--- src/rtl/gdc_pkg.sv ---
package gdc_pkg;
  typedef enum logic [2:0] {
    ST_OFF,
    ST_WAIT_HI,
    ST_HI_ON,
    ST_WAIT_LO,
    ST_LO_ON
  } gdc_state_e;
endpackage

--- src/rtl/gdc_sync.sv ---
module gdc_sync #(
  parameter int W      = 1,
  parameter int STAGES = 2
) (
  input  logic         clk_i,
  input  logic         rst_ni,
  input  logic [W-1:0] d_i,
  output logic [W-1:0] q_o
);
  logic [W-1:0] stg_q [STAGES];

  for (genvar s = 0; s < STAGES; s++) begin : g_stage
    always_ff @(posedge clk_i or negedge rst_ni) begin
      if (!rst_ni) stg_q[s] <= '0;
      else if (s == 0) stg_q[s] <= d_i;
      else stg_q[s] <= stg_q[(s > 0) ? s - 1 : 0];
    end
  end

  assign q_o = stg_q[STAGES-1];
endmodule

--- src/rtl/gdc_timer.sv ---
// Qualified delay: done fires in the DLY-th cycle that the trigger is seen.
module gdc_timer #(
  parameter int DLY   = 3,
  parameter bit LATCH = 1'b0
) (
  input  logic clk_i,
  input  logic rst_ni,
  input  logic clr_i,
  input  logic trig_i,
  output logic done_o
);
  localparam int W = (DLY > 1) ? $clog2(DLY) : 1;
  localparam logic [W-1:0] LAST = W'(DLY - 1);

  logic [W-1:0] cnt_q;
  logic         run;

  if (LATCH) begin : g_latch
    // once started, keep counting even if the trigger drops
    assign run = trig_i | (cnt_q != '0);
  end else begin : g_level
    assign run = trig_i;
  end

  assign done_o = !clr_i && run && (cnt_q == LAST);

  always_ff @(posedge clk_i or negedge rst_ni) begin
    if (!rst_ni) cnt_q <= '0;
    else if (clr_i || done_o || !run) cnt_q <= '0;
    else cnt_q <= cnt_q + 1'b1;
  end
endmodule

--- src/rtl/gdc_fsm.sv ---
module gdc_fsm
  import gdc_pkg::*;
(
  input  logic       clk_i,
  input  logic       rst_ni,
  input  logic       en_s_i,
  input  logic       pwm_s_i,
  input  logic       hi_go_i,
  input  logic       lo_go_i,
  output gdc_state_e state_o,
  output logic       hs_q_o,
  output logic       ls_q_o
);
  gdc_state_e state_q, state_d;

  always_comb begin
    state_d = state_q;
    unique case (state_q)
      ST_OFF:     state_d = pwm_s_i ? ST_WAIT_HI : ST_WAIT_LO;
      ST_WAIT_HI: if (!pwm_s_i) state_d = ST_WAIT_LO;
                  else if (hi_go_i) state_d = ST_HI_ON;
      ST_HI_ON:   if (!pwm_s_i) state_d = ST_WAIT_LO;
      ST_WAIT_LO: if (pwm_s_i) state_d = ST_WAIT_HI;
                  else if (lo_go_i) state_d = ST_LO_ON;
      ST_LO_ON:   if (pwm_s_i) state_d = ST_WAIT_HI;
      default:    state_d = ST_OFF;
    endcase
    if (!en_s_i) state_d = ST_OFF;
  end

  always_ff @(posedge clk_i or negedge rst_ni) begin
    if (!rst_ni) state_q <= ST_OFF;
    else state_q <= state_d;
  end

  assign state_o = state_q;
  assign hs_q_o  = (state_q == ST_HI_ON);
  assign ls_q_o  = (state_q == ST_LO_ON);
endmodule

--- src/rtl/gate_deadtime_ctrl.sv ---
module gate_deadtime_ctrl
  import gdc_pkg::*;
#(
  parameter int SYNC_STAGES = 2,
  parameter int PRI_DLY     = 3,
  parameter int SEC_DLY     = 24
) (
  input  logic clk_i,
  input  logic rst_ni,
  input  logic pwm_i,
  input  logic out_dis_ni,
  input  logic ls_gate_low_i,
  input  logic sw_low_i,
  input  logic hs_gs_low_i,
  output logic hs_en_o,
  output logic ls_en_o
);
  localparam int SYNC_W = 5;

  if (PRI_DLY < 1 || SEC_DLY <= PRI_DLY) begin : g_bad_cfg
    $error("gate_deadtime_ctrl: need SEC_DLY > PRI_DLY >= 1");
  end

  logic [SYNC_W-1:0] raw_in, syn_out;
  logic en_s, pwm_s, ls_low_s, sw_low_s, hs_low_s;
  logic hi_go, lo_pri_go, lo_sec_go;
  logic hs_q, ls_q;
  gdc_state_e state;

  assign raw_in = {out_dis_ni, pwm_i, ls_gate_low_i, sw_low_i, hs_gs_low_i};
  assign {en_s, pwm_s, ls_low_s, sw_low_s, hs_low_s} = syn_out;

  gdc_sync #(.W(SYNC_W), .STAGES(SYNC_STAGES)) u_sync (
    .clk_i, .rst_ni, .d_i(raw_in), .q_o(syn_out)
  );

  gdc_timer #(.DLY(PRI_DLY), .LATCH(1'b0)) u_tmr_hi (
    .clk_i, .rst_ni, .clr_i(state != ST_WAIT_HI), .trig_i(ls_low_s), .done_o(hi_go)
  );

  gdc_timer #(.DLY(PRI_DLY), .LATCH(1'b0)) u_tmr_lo_pri (
    .clk_i, .rst_ni, .clr_i(state != ST_WAIT_LO), .trig_i(sw_low_s), .done_o(lo_pri_go)
  );

  gdc_timer #(.DLY(SEC_DLY), .LATCH(1'b1)) u_tmr_lo_sec (
    .clk_i, .rst_ni, .clr_i(state != ST_WAIT_LO), .trig_i(hs_low_s), .done_o(lo_sec_go)
  );

  gdc_fsm u_fsm (
    .clk_i, .rst_ni, .en_s_i(en_s), .pwm_s_i(pwm_s),
    .hi_go_i(hi_go), .lo_go_i(lo_pri_go | lo_sec_go),
    .state_o(state), .hs_q_o(hs_q), .ls_q_o(ls_q)
  );

  // raw disable gates the outputs without waiting for the synchronizer
  assign hs_en_o = hs_q & out_dis_ni;
  assign ls_en_o = ls_q & out_dis_ni;
endmodule

--- config.mk ---
export PLATFORM = sky130hd
export DESIGN_NAME = gate_deadtime_ctrl
export DESIGN_NICKNAME = d
export VERILOG_FILES = /design/src/rtl/gdc_pkg.sv /design/src/rtl/gdc_sync.sv /design/src/rtl/gdc_timer.sv /design/src/rtl/gdc_fsm.sv /design/src/rtl/gate_deadtime_ctrl.sv
export SDC_FILE = /design/constraint.sdc
export NUM_CORES = 1
export LEC_CHECK = 0
export BUFFER_PORTS_ARGS = -buffer_cell sky130_fd_sc_hd__buf_2
export CAP_MARGIN = 15
export CORE_ASPECT_RATIO = 1.25
export CORE_MARGIN = 2
export CORE_UTILIZATION = 53
export CTS_BUF_LIST = sky130_fd_sc_hd__clkbuf_8
export DETAILED_ROUTE_END_ITERATION = 8
export PLACE_DENSITY = 0.76
export SYNTH_ARGS = -nofsm -noshare
export SYNTH_HDL_FRONTEND = slang
export SYNTH_SLANG_ARGS = --single-unit
export TNS_END_PERCENT = 50
--- constraint.sdc ---
create_clock -name clk_i -period 1.4 [get_ports clk_i]
set_input_delay 0 -clock clk_i [delete_from_list [all_inputs] [get_ports clk_i]]
set_output_delay 0 -clock clk_i [all_outputs]
set_load 0.05 [all_outputs]
== Yosys cells after proc, flatten, opt, wreduce, memory -nomap -nowiden ==
Cells that the tools add are included.

* Flip-flop bits (word level): 22
* Bits of input ports: 7
* Output and inout bits: 2
* Logic and storage cells: 58

* $add $sub $neg: 3
* Eq/ne operators: 13
* Mux-type cells: 12
* Bitwise operators: 4
* Reductions and logical operators: 20

{| class="wikitable"
|+ Operators with widths
! operator !! number
|-
| 2-to-1 mux 3 bit || 7
|-
| case mux 3 bit (5 select lines) || 1
|-
| == test 3 x 2 -> 1 bit (second input constant) || 2
|-
| logical AND 1 bit || 6
|-
| logical OR 1 bit || 6
|-
| 2-to-1 mux 2 bit || 3
|-
| inequality test 3 bit (second input constant) || 2
|-
| adder 5 x 1 -> 5 bit (second input constant) || 1
|-
| == test 5 bit (second input constant) || 1
|-
| logical NOT 1 bit || 5
|-
| 2-to-1 mux 5 bit || 1
|-
| nonzero test 5 bit || 1
|-
| adder 2 x 1 -> 2 bit (second input constant) || 2
|-
| == test 2 bit (second input constant) || 2
|-
| inequality test 4 x 3 -> 1 bit (second input constant) || 1
|-
| inequality test 4 bit (second input constant) || 1
|-
| AND reduction 4 bit || 1
|-
| == test 3 x 1 -> 1 bit (second input constant) || 1
|-
| == test 3 bit (second input constant) || 1
|-
| logical NOT 3 bit || 1
|-
| inequality test 3 x 1 -> 1 bit (second input constant) || 1
|-
| inequality test 3 x 2 -> 1 bit (second input constant) || 1
|-
| bitwise AND 1 bit || 2
|-
| bitwise OR 1 bit || 2
|}

== Depth between registers and ports, before layout ==
Gate-level depths: netlist of run 1.

* Depth in word-level cells: 9
* Mapped depth: 5
* Depth with buffers taken out: 5

== By module ==
Synthesis of run 1 repeated with hierarchy kept, for this count alone.

* Cell total of the unflattened synthesis: 87
* Area total of the unflattened synthesis: 1023.5 µm²

{| class="wikitable"
|+ Modules (own cells, without submodules)
! module !! instances !! cells each !! area an instance (µm²) !! seq. area each (µm²)
|-
| gdc_sync || 1 || 15 || 287.8 || 250.2
|-
| gdc_timer (u_tmr_lo_sec) || 1 || 26 || 259.0 || 125.1
|-
| gdc_fsm || 1 || 27 || 254.0 || 75.1
|-
| gdc_timer (u_tmr_hi ...) || 2 || 7 || 93.8 || 50.0
|-
| gate_deadtime_ctrl || 1 || 5 || 35.0 || 0.0
|}

== Worst setup path before layout of run 1 ==
Ideal clock, no wire load.

* Path kind: reg2out
* Start point: register u_fsm.state_q[0] (netlist: u_fsm.state_o[0])
* End point: output port hs_en_o
* Data arrival time: 2.033 ns
* Data required time: 1.400 ns
* Path slack: -0.633 ns
* Stages on the path, launching flop included: 3
* Buffers on the path: 1
* Cell sequence: dfrtp_1 -> buf_2 -> nor4bb_1

* Longest elaborated chain between the ends: 2

{| class="wikitable"
|+ RTL lines
! item !! RTL line !! RTL
|-
| from (decl) || gdc_fsm.sv:14 || <nowiki>gdc_state_e state_q, state_d;</nowiki>
|-
| from (signal assigned) || gdc_fsm.sv:33 || <nowiki>else state_q <= state_d;</nowiki>
|-
| == test 3 x 2 -> 1 bit || gdc_fsm.sv:37 || <nowiki>assign hs_q_o = (state_q == ST_HI_ON);</nowiki>
|-
| bitwise AND 1 bit || gate_deadtime_ctrl.sv:56 || <nowiki>assign hs_en_o = hs_q & out_dis_ni;</nowiki>
|-
| to (decl) || gate_deadtime_ctrl.sv:15 || <nowiki>output logic hs_en_o,</nowiki>
|}

No other way between the ends.

== Final worst setup path of run 1 ==
* Start point: register u_tmr_lo_sec.cnt_q[1]
* End point: register u_fsm.state_q[0] (netlist: u_fsm.state_o[0])

* Longest elaborated chain between the ends: 7
* Elaborated cells on any way between the ends: 8
* Classes of those cells: 2 x eq/ne; 2 x bitwise; 4 x reduce/logical

{| class="wikitable"
|+ RTL lines
! item !! RTL line !! RTL
|-
| from (decl) || gdc_timer.sv:15 || <nowiki>logic [W-1:0] cnt_q;</nowiki>
|-
| from (signal assigned) || gdc_timer.sv:30 || <nowiki>else cnt_q <= cnt_q + 1'b1;</nowiki>
|-
| nonzero test 5 bit || gdc_timer.sv:20 || <nowiki>assign run = trig_i | (cnt_q != '0);</nowiki>
|-
| bitwise OR 1 bit || gdc_timer.sv:20 ||
|-
| logical AND 1 bit || gdc_timer.sv:25 || <nowiki>assign done_o = !clr_i && run && (cnt_q == LAST);</nowiki>
|-
| logical AND 1 bit (*) || gdc_timer.sv:25 ||
|-
| bitwise OR 1 bit (*) || gate_deadtime_ctrl.sv:51 || <nowiki>.hi_go_i(hi_go), .lo_go_i(lo_pri_go | lo_sec_go),</nowiki>
|-
| inequality test 4 x 3 -> 1 bit (no line) (*) || -- ||
|-
| AND reduction 4 bit (no line) (*) || -- ||
|}

Every way passes the cells marked *; elsewhere a longest branch is shown, timed or not.
A chain may end at the register's enable or synchronous reset.

==> flow_summary.yaml, run 1 <==
power_and_ir_drop:
  p_sw_frac: 0.2172
  irDropWorstVdd_uv: 830.5
  switchingPower_uw: 250.6
  powerDensity_nw_per_um2: 979.2
  pwr-share-clk: 0.322
  power.static_leakage_uw: 0.0005433
  p_comb_frac: 0.086
  intPower_uw: 903.5
  power.share.sequential: 0.592
clock_network:
  cts_made_buffers: 3
  cts.path.max_buffers: 2
  cts_root_buffer: "clkbuf_8"
  clk_latency_ns: 0.25
  cts_tree: "yes"
  clkTransAtPathRegs_ns: 0.07
  htreeDepth: 1
  cts_sinks: 22
setup_path:
  critPathKind: "reg2reg"
  cp_slowest_cell: "dfrtp_1"
  critPathRequiredTime_ns: 1.59
  crit_arrival_ns: 1.62
  start_kind: "flop"
  slowest_delay_ns: 0.40
  crit_buf_inv: 1
  path_max_fanout: 3
  crit_chain: "ha_2, and4b_4, buf_4, nor4b_4, a31o_2"
  critPathTopFamily: "simple AND/OR/NAND/NOR gates"
  cp-end-kind: "flop"
sta:
  relSlewSlack: 0.6809
  setup_ws_ns: -0.02917
  hold_viol: 0
  fin_skew_ns: 0.001272
  max_slew.worst_pin.slew_ns: 0.4786
  rsz0062_at_grt: "true"
  layout_min_cycle_time_ns: 1.429
  period_share: 1.021
  max_freq_ghz: 0.6997
  setup_viol: 2
  drv_slew: 0
detailed_routing:
  routed_wl_um: 1724
  remaining_drc_errors: 0
  drt-initial-drc-count: 21
  wl_per_cell_um: 14.61
  vias: 645
  ant_nets: 0
  firstDrtPassIters: 4
  via_per_inst: 5.466
cells_and_area:
  nFillCells: 106
  fin_nets: 113
  drive_above_1_share: 0.3000
  stdcell_count: 118
  stdcell_area_um2: 1179
  num_antenna_cells: 0
  syn2layout_area_growth_pct: 28.86
  fin_util: 0.7359
status:
  status: "finished with violations"
  violations: "negative setup slack"
die:
  rows: 16
  dieArea_um2: 2076
  core_um2: 1602
  io_pins: 9
  initial_core_util: 0.5711
  die_h_um: 50.45
  dieWidth_um: 41.16
placed_design:
  port_buffers: 8
  place.gp.congestion: 0.6921
  place_area_um2: 1032
  dpl.hpwl_um: 1024
  dp_worst_setup_slack_ns: -0.05283
  dp_cells: 107
grt:
  grt_max_degree: 23
  grt_usage: 0.2031
  grt-ovfl-total: 0
  grt_pass1_vias: 635
  grt_pass1_wl_um: 2829
  antenna_found_initial: 0
yosys:
  syn_nets: 87
  synth_area_leaders: "dfrtp_1 60%, ha_1 5.5%, nor2_1 3.7%, inv_1 2.9%, nand2_1 2.1%"
  synth_commonest_cells: "22 x dfrtp_1, 9 x nor2_1, 7 x inv_1, 5 x nand2_1, 4 x ha_1"
  synthXorXnorAreaFrac: 0.02873
  ys.flop_type: "dfrtp_1"
  ys_ff_latch: 22
  yosys.area_share.simple: 0.2011
  netlist_area_um2: 914.6
  synth_mux_area_frac: 0
  synth_top_family_by_area: "simple AND/OR/NAND/NOR gates"
  async_flop_share: 1.000
  yosys.area_share.adder: 0.05472
  synth-edff-count: 0
  synth-compound-area-share: 0.07934
  synth_most_common_cell: "dfrtp_1"
  synth_warnings: 0
  ys_seq_area_frac: 0.6019
  yosysTopAreaCellShare: 0.6019
  synth_cell_types: 28
  avgSynthCellArea_um2: 12.03
  synth_area_leader_cell: "dfrtp_1"
  synth_cells: 76
hold_path:
  min_path_type: "in2async"
run:
  cap_viol_max_count: 0
[metal layers]
metal,wire (um),global-route usage,share of wire
met4,0,0.06452,0
met2,901,0.3177,0.52
met1,759,0.2774,0.44
met5,0,0,0
met3,63,0.03982,0.037
[kinds of logic (layout without fill, tap and decap cells)]
| kind of cell | count (synthesis) | after routing |
|---|---|---|
| AND/OR/NAND/NOR | 29 | 29 |
| flip-flops | 22 | 22 |
| AO/OA/AOI/OAI | 10 | 10 |
| buffers and inverters | 8 | 32 |
| adder cells (fa/ha/maj) | 4 | 4 |
| XOR/XNOR | 3 | 3 |
[power by group through the flow]
stage	clock network (uW)	registers, uW	logic (uW)
after global placement	0	693	78.7
after floorplan	0	684	55.3
final	371	684	98.9
after global routing	411	687	111
after CTS	384	683	97.5
after detailed placement	0	695	81.0
[final cells by class]
cell class,instances,area (um2),area share
timing repair buffer,22,162.7,0.1380
clock buffer,3,41.29,0.03503
multi-input combinational,46,374.1,0.3174
inverter,7,26.28,0.02229
sequential,22,551.8,0.4682
tap,18,22.52,0.01911
[sequential cells by signal, indices dropped and copies added, names as in the netlist]
name,cells
u_fsm.state_o,3
u_sync.stg_q,5
u_tmr_hi.cnt_q,2
u_tmr_lo_sec.cnt_q,5
u_sync.q_o,5
u_tmr_lo_pri.cnt_q,2
[final timing paths]
kind                                       start          endpoint  slack (ns)  cells past startpoint
max in group asynchronous                 rst_ni  u_fsm.state_o[0]        0.82                      2
setup reg to reg           u_tmr_lo_sec.cnt_q[1]  u_fsm.state_o[0]       -0.03                      5
hold reg to reg                  u_sync.stg_q[6]     u_sync.q_o[1]        0.35                      0
hold / removal                            rst_ni     u_sync.q_o[4]        0.23                      2
setup / recovery           u_tmr_lo_sec.cnt_q[1]  u_fsm.state_o[0]       -0.03                      5
min in group clk_i               u_sync.stg_q[6]     u_sync.q_o[1]        0.35                      0
[cell usage in the layout (no fill, tap or decap), drive strengths merged]
master	count
inv	7
nand2b	1
a311oi	1
and3	1
nand2	5
buf	15
ha	4
and3b	1
or4	1
xnor2	1
xor2	2
a21oi	2
dfrtp	22
o311a	1
nor2	9
dlygate4sd3	6
nand4b	2
a21boi	1
nor4b	3
nand3b	1
o211ai	1
and2	1
a31o	1
and4b	2
clkbuf	4
o21ai	3
nand3	1
nor4bb	1
[per-stage QoR]
| step | hold WS (ns) | setup TNS [ns] | power, uW |
|---|---|---|---|
| floorplan | -0.2956 | -0.09009 | 738.9 |
| global placement | -0.01416 | -0.01137 | 772.0 |
| detailed placement | -0.01541 | -0.1614 | 776.0 |
| CTS | 0.2481 | -0.04815 | 1164 |
| global route | 0.3004 | -0.1723 | 1209 |
| finish | 0.2341 | -0.05028 | 1154 |
[timing repair]
action	in CTS	in global routing
resized for setup	5	4
hold endpoints to repair	27	0
setup buffers	1	1
pin swaps	3	3
hold buffers	6	0
setup endpoints to repair	4	8
(Power assumes the default switching activity.)
==> inputs of run 2 (changes only) <==
--- a/config.mk
+++ b/config.mk
@@ -7,12 +7,15 @@
 export LEC_CHECK = 0
 export BUFFER_PORTS_ARGS = -buffer_cell sky130_fd_sc_hd__buf_2
 export CAP_MARGIN = 15
+export CELL_PAD_IN_SITES_DETAIL_PLACEMENT = 2
+export CELL_PAD_IN_SITES_GLOBAL_PLACEMENT = 2
 export CORE_ASPECT_RATIO = 1.25
 export CORE_MARGIN = 2
-export CORE_UTILIZATION = 53
+export CORE_UTILIZATION = 36
 export CTS_BUF_LIST = sky130_fd_sc_hd__clkbuf_8
 export DETAILED_ROUTE_END_ITERATION = 8
-export PLACE_DENSITY = 0.76
+export PLACE_DENSITY_LB_ADDON = 0.1
+export SLEW_MARGIN = 10
 export SYNTH_ARGS = -nofsm -noshare
 export SYNTH_HDL_FRONTEND = slang
 export SYNTH_SLANG_ARGS = --single-unit
==> run 2 against run 1 <==
  * The run still ends with negative setup slack left
  * Clock power rose by 61%
  * Critical path depth fell by 1
  * Hold slack got worse by 0.010 ns
  * Largest cell class unchanged
==> flow_summary.yaml, run 2 (synthesis gave the netlist of run 1 again) <==
setup_path:
  cp_slowest_cell: "dfrtp_1"
  critPathKind: "reg2reg"
  critPathRequiredTime_ns: 1.58
  start_kind: "flop"
  crit_buf_inv: 0
  crit_chain: "ha_4, and2_4, o311a_1, nor4b_2"
  critPathTopFamily: "flip-flops"
  cp-end-kind: "flop"
  path_max_fanout: 3
  crit_arrival_ns: 1.66
  slowest_delay_ns: 0.43
  startpoint: "u_tmr_lo_pri.cnt_q[1]"
  r2r_start: "u_tmr_lo_pri.cnt_q[1]"
die:
  dieArea_um2: 2963
  initial_core_util: 0.3768
  dieWidth_um: 49.09
  io_pins: 9
  core_um2: 2427
  die_h_um: 60.36
  rows: 20
clock_network:
  clkTransAtPathRegs_ns: 0.08
  cts_made_buffers: 3
  cts_root_buffer: "clkbuf_8"
  htreeDepth: 1
  cts_tree: "yes"
  clk_latency_ns: 0.27
  cts_sinks: 22
  cts.path.max_buffers: 2
cells_and_area:
  num_antenna_cells: 0
  nFillCells: 246
  fin_nets: 120
  drive_above_1_share: 0.3519
  syn2layout_area_growth_pct: 41.04
  final_cell_mix: "21 x dfrtp_1, 16 x buf_4, 9 x nor2_1"
  layout.cells.most_common: "dfrtp_1"
  seq_area_um2: 551.8
  multiInputGateArea_um2: 377.9
grt:
  gr-usage-met1: 0.1789
  grt_pass1_wl_um: 3450
  grt_pass1_vias: 750
  grt-ovfl-total: 0
  grt_max_degree: 23
  antenna_found_initial: 0
  grt_usage: 0.1606
  grt_use_met3: 0.01478
  grt_busiest_layer: "met2"
  grt_use_met2: 0.3069
power_and_ir_drop:
  irDropWorstVdd_uv: 671.3
  powerDensity_nw_per_um2: 1085
  p_sw_frac: 0.2118
  pwr-share-clk: 0.426
  p_comb_frac: 0.089
  switchingPower_uw: 296.4
  intPower_uw: 1103
  power.static_leakage_uw: 0.0005967
  power.share.sequential: 0.485
sta:
  hold_viol: 0
  period_share: 1.055
  layout_min_cycle_time_ns: 1.478
  rsz0062_at_grt: "true"
  relSlewSlack: 0.6706
  fin_hold_ws_ns: 0.2238
  max_freq_ghz: 0.6768
  max_slew.worst_pin.slew_ns: 0.4942
  drv_slew: 0
  setup_ws_ns: -0.07754
  setup_viol: 2
  fin_skew_ns: 0.004171
detailed_routing:
  firstDrtPassIters: 4
  ant_nets: 0
  remaining_drc_errors: 0
  routed_wl_um: 2481
  vias: 701
  wl_per_cell_um: 17.60
  via_per_inst: 4.972
  drt-initial-drc-count: 1
hold_path:
  min_path_type: "in2async"
run:
  cap_viol_max_count: 0
placed_design:
  dp_worst_setup_slack_ns: -0.08105
  port_buffers: 8
  place.gp.congestion: 0.6782
status:
  status: "finished with violations"
  violations: "negative setup slack"
run 2: changes by cell type in the layout (fill, tap and decap cells not counted), sizes merged:
cell,previous run,this run
buf,15,23
bufinv,0,1
clkbuf,4,3
run 2: power groups by stage:
stage | registers (uW) | logic [uW] | clock network [uW]
finish | 679 | 124 | 596
global route | 682 | 139 | 629
CTS | 677 | 115 | 608
detailed placement | 689 | 100 | 0
global placement | 687 | 95.3 | 0
floorplan | 684 | 55.3 | 0
run 2: final timing paths:
path | end | slack, ns | depth (start not counted)
hold reg to reg | u_sync.q_o[4] | 0.35 | 0
setup / recovery | u_fsm.state_o[1] | -0.08 | 4
setup reg to reg | u_fsm.state_o[1] | -0.08 | 4
min in group clk_i | u_sync.q_o[4] | 0.35 | 0
max in group asynchronous | u_tmr_lo_sec.cnt_q[3] | 0.82 | 2
hold / removal | u_sync.q_o[1] | 0.22 | 2
run 2: layout make-up:
class	count	area share
Tap cell	33	0.03201
Clock buffer	3	0.03201
Multi-Input combinational cell	46	0.2929
Timing Repair Buffer	29	0.1717
Inverter	7	0.02037
Sequential cell	22	0.4277
Clock inverter	1	0.02328
run 2: what timing repair did:
item / 4_1_cts / 5_1_grt
hold buffers: 6 / 0
gates resized for setup: 3 / 10
setup endpoints to repair: 5 / 9
setup buffers: 1 / 6
endpoints found under the hold margin: 27 / 0
pin swaps: 0 / 6
run 2: worst register-to-register path: cells and delay by family (launching register included):
kind / cells / cell delay (ns)
fa+ha+maj: 1 / 0.18
simple gates: 2 / 0.42
flops: 1 / 0.43
compound gates: 1 / 0.35
run 2: per-stage QoR:
step                setup TNS [ns]  cell area [um2]  utilization  cells  total power (uW)
floorplan                 -0.09009            929.6            -     76             738.9
global placement          -0.02525             1066       0.4392    124             782.2
detailed placement         -0.2350             1066       0.4392    124             789.0
CTS                       -0.07747             1210       0.4985    135              1400
global route               -0.2630             1290       0.5314    141              1449
finish                     -0.1040             1290       0.5314    141              1399
run 2: routing by layer:
metal	part of all wire	wire length, um
met5	0	0
met3	0.013	32
met4	0.021	51
met2	0.57	1424
met1	0.39	972
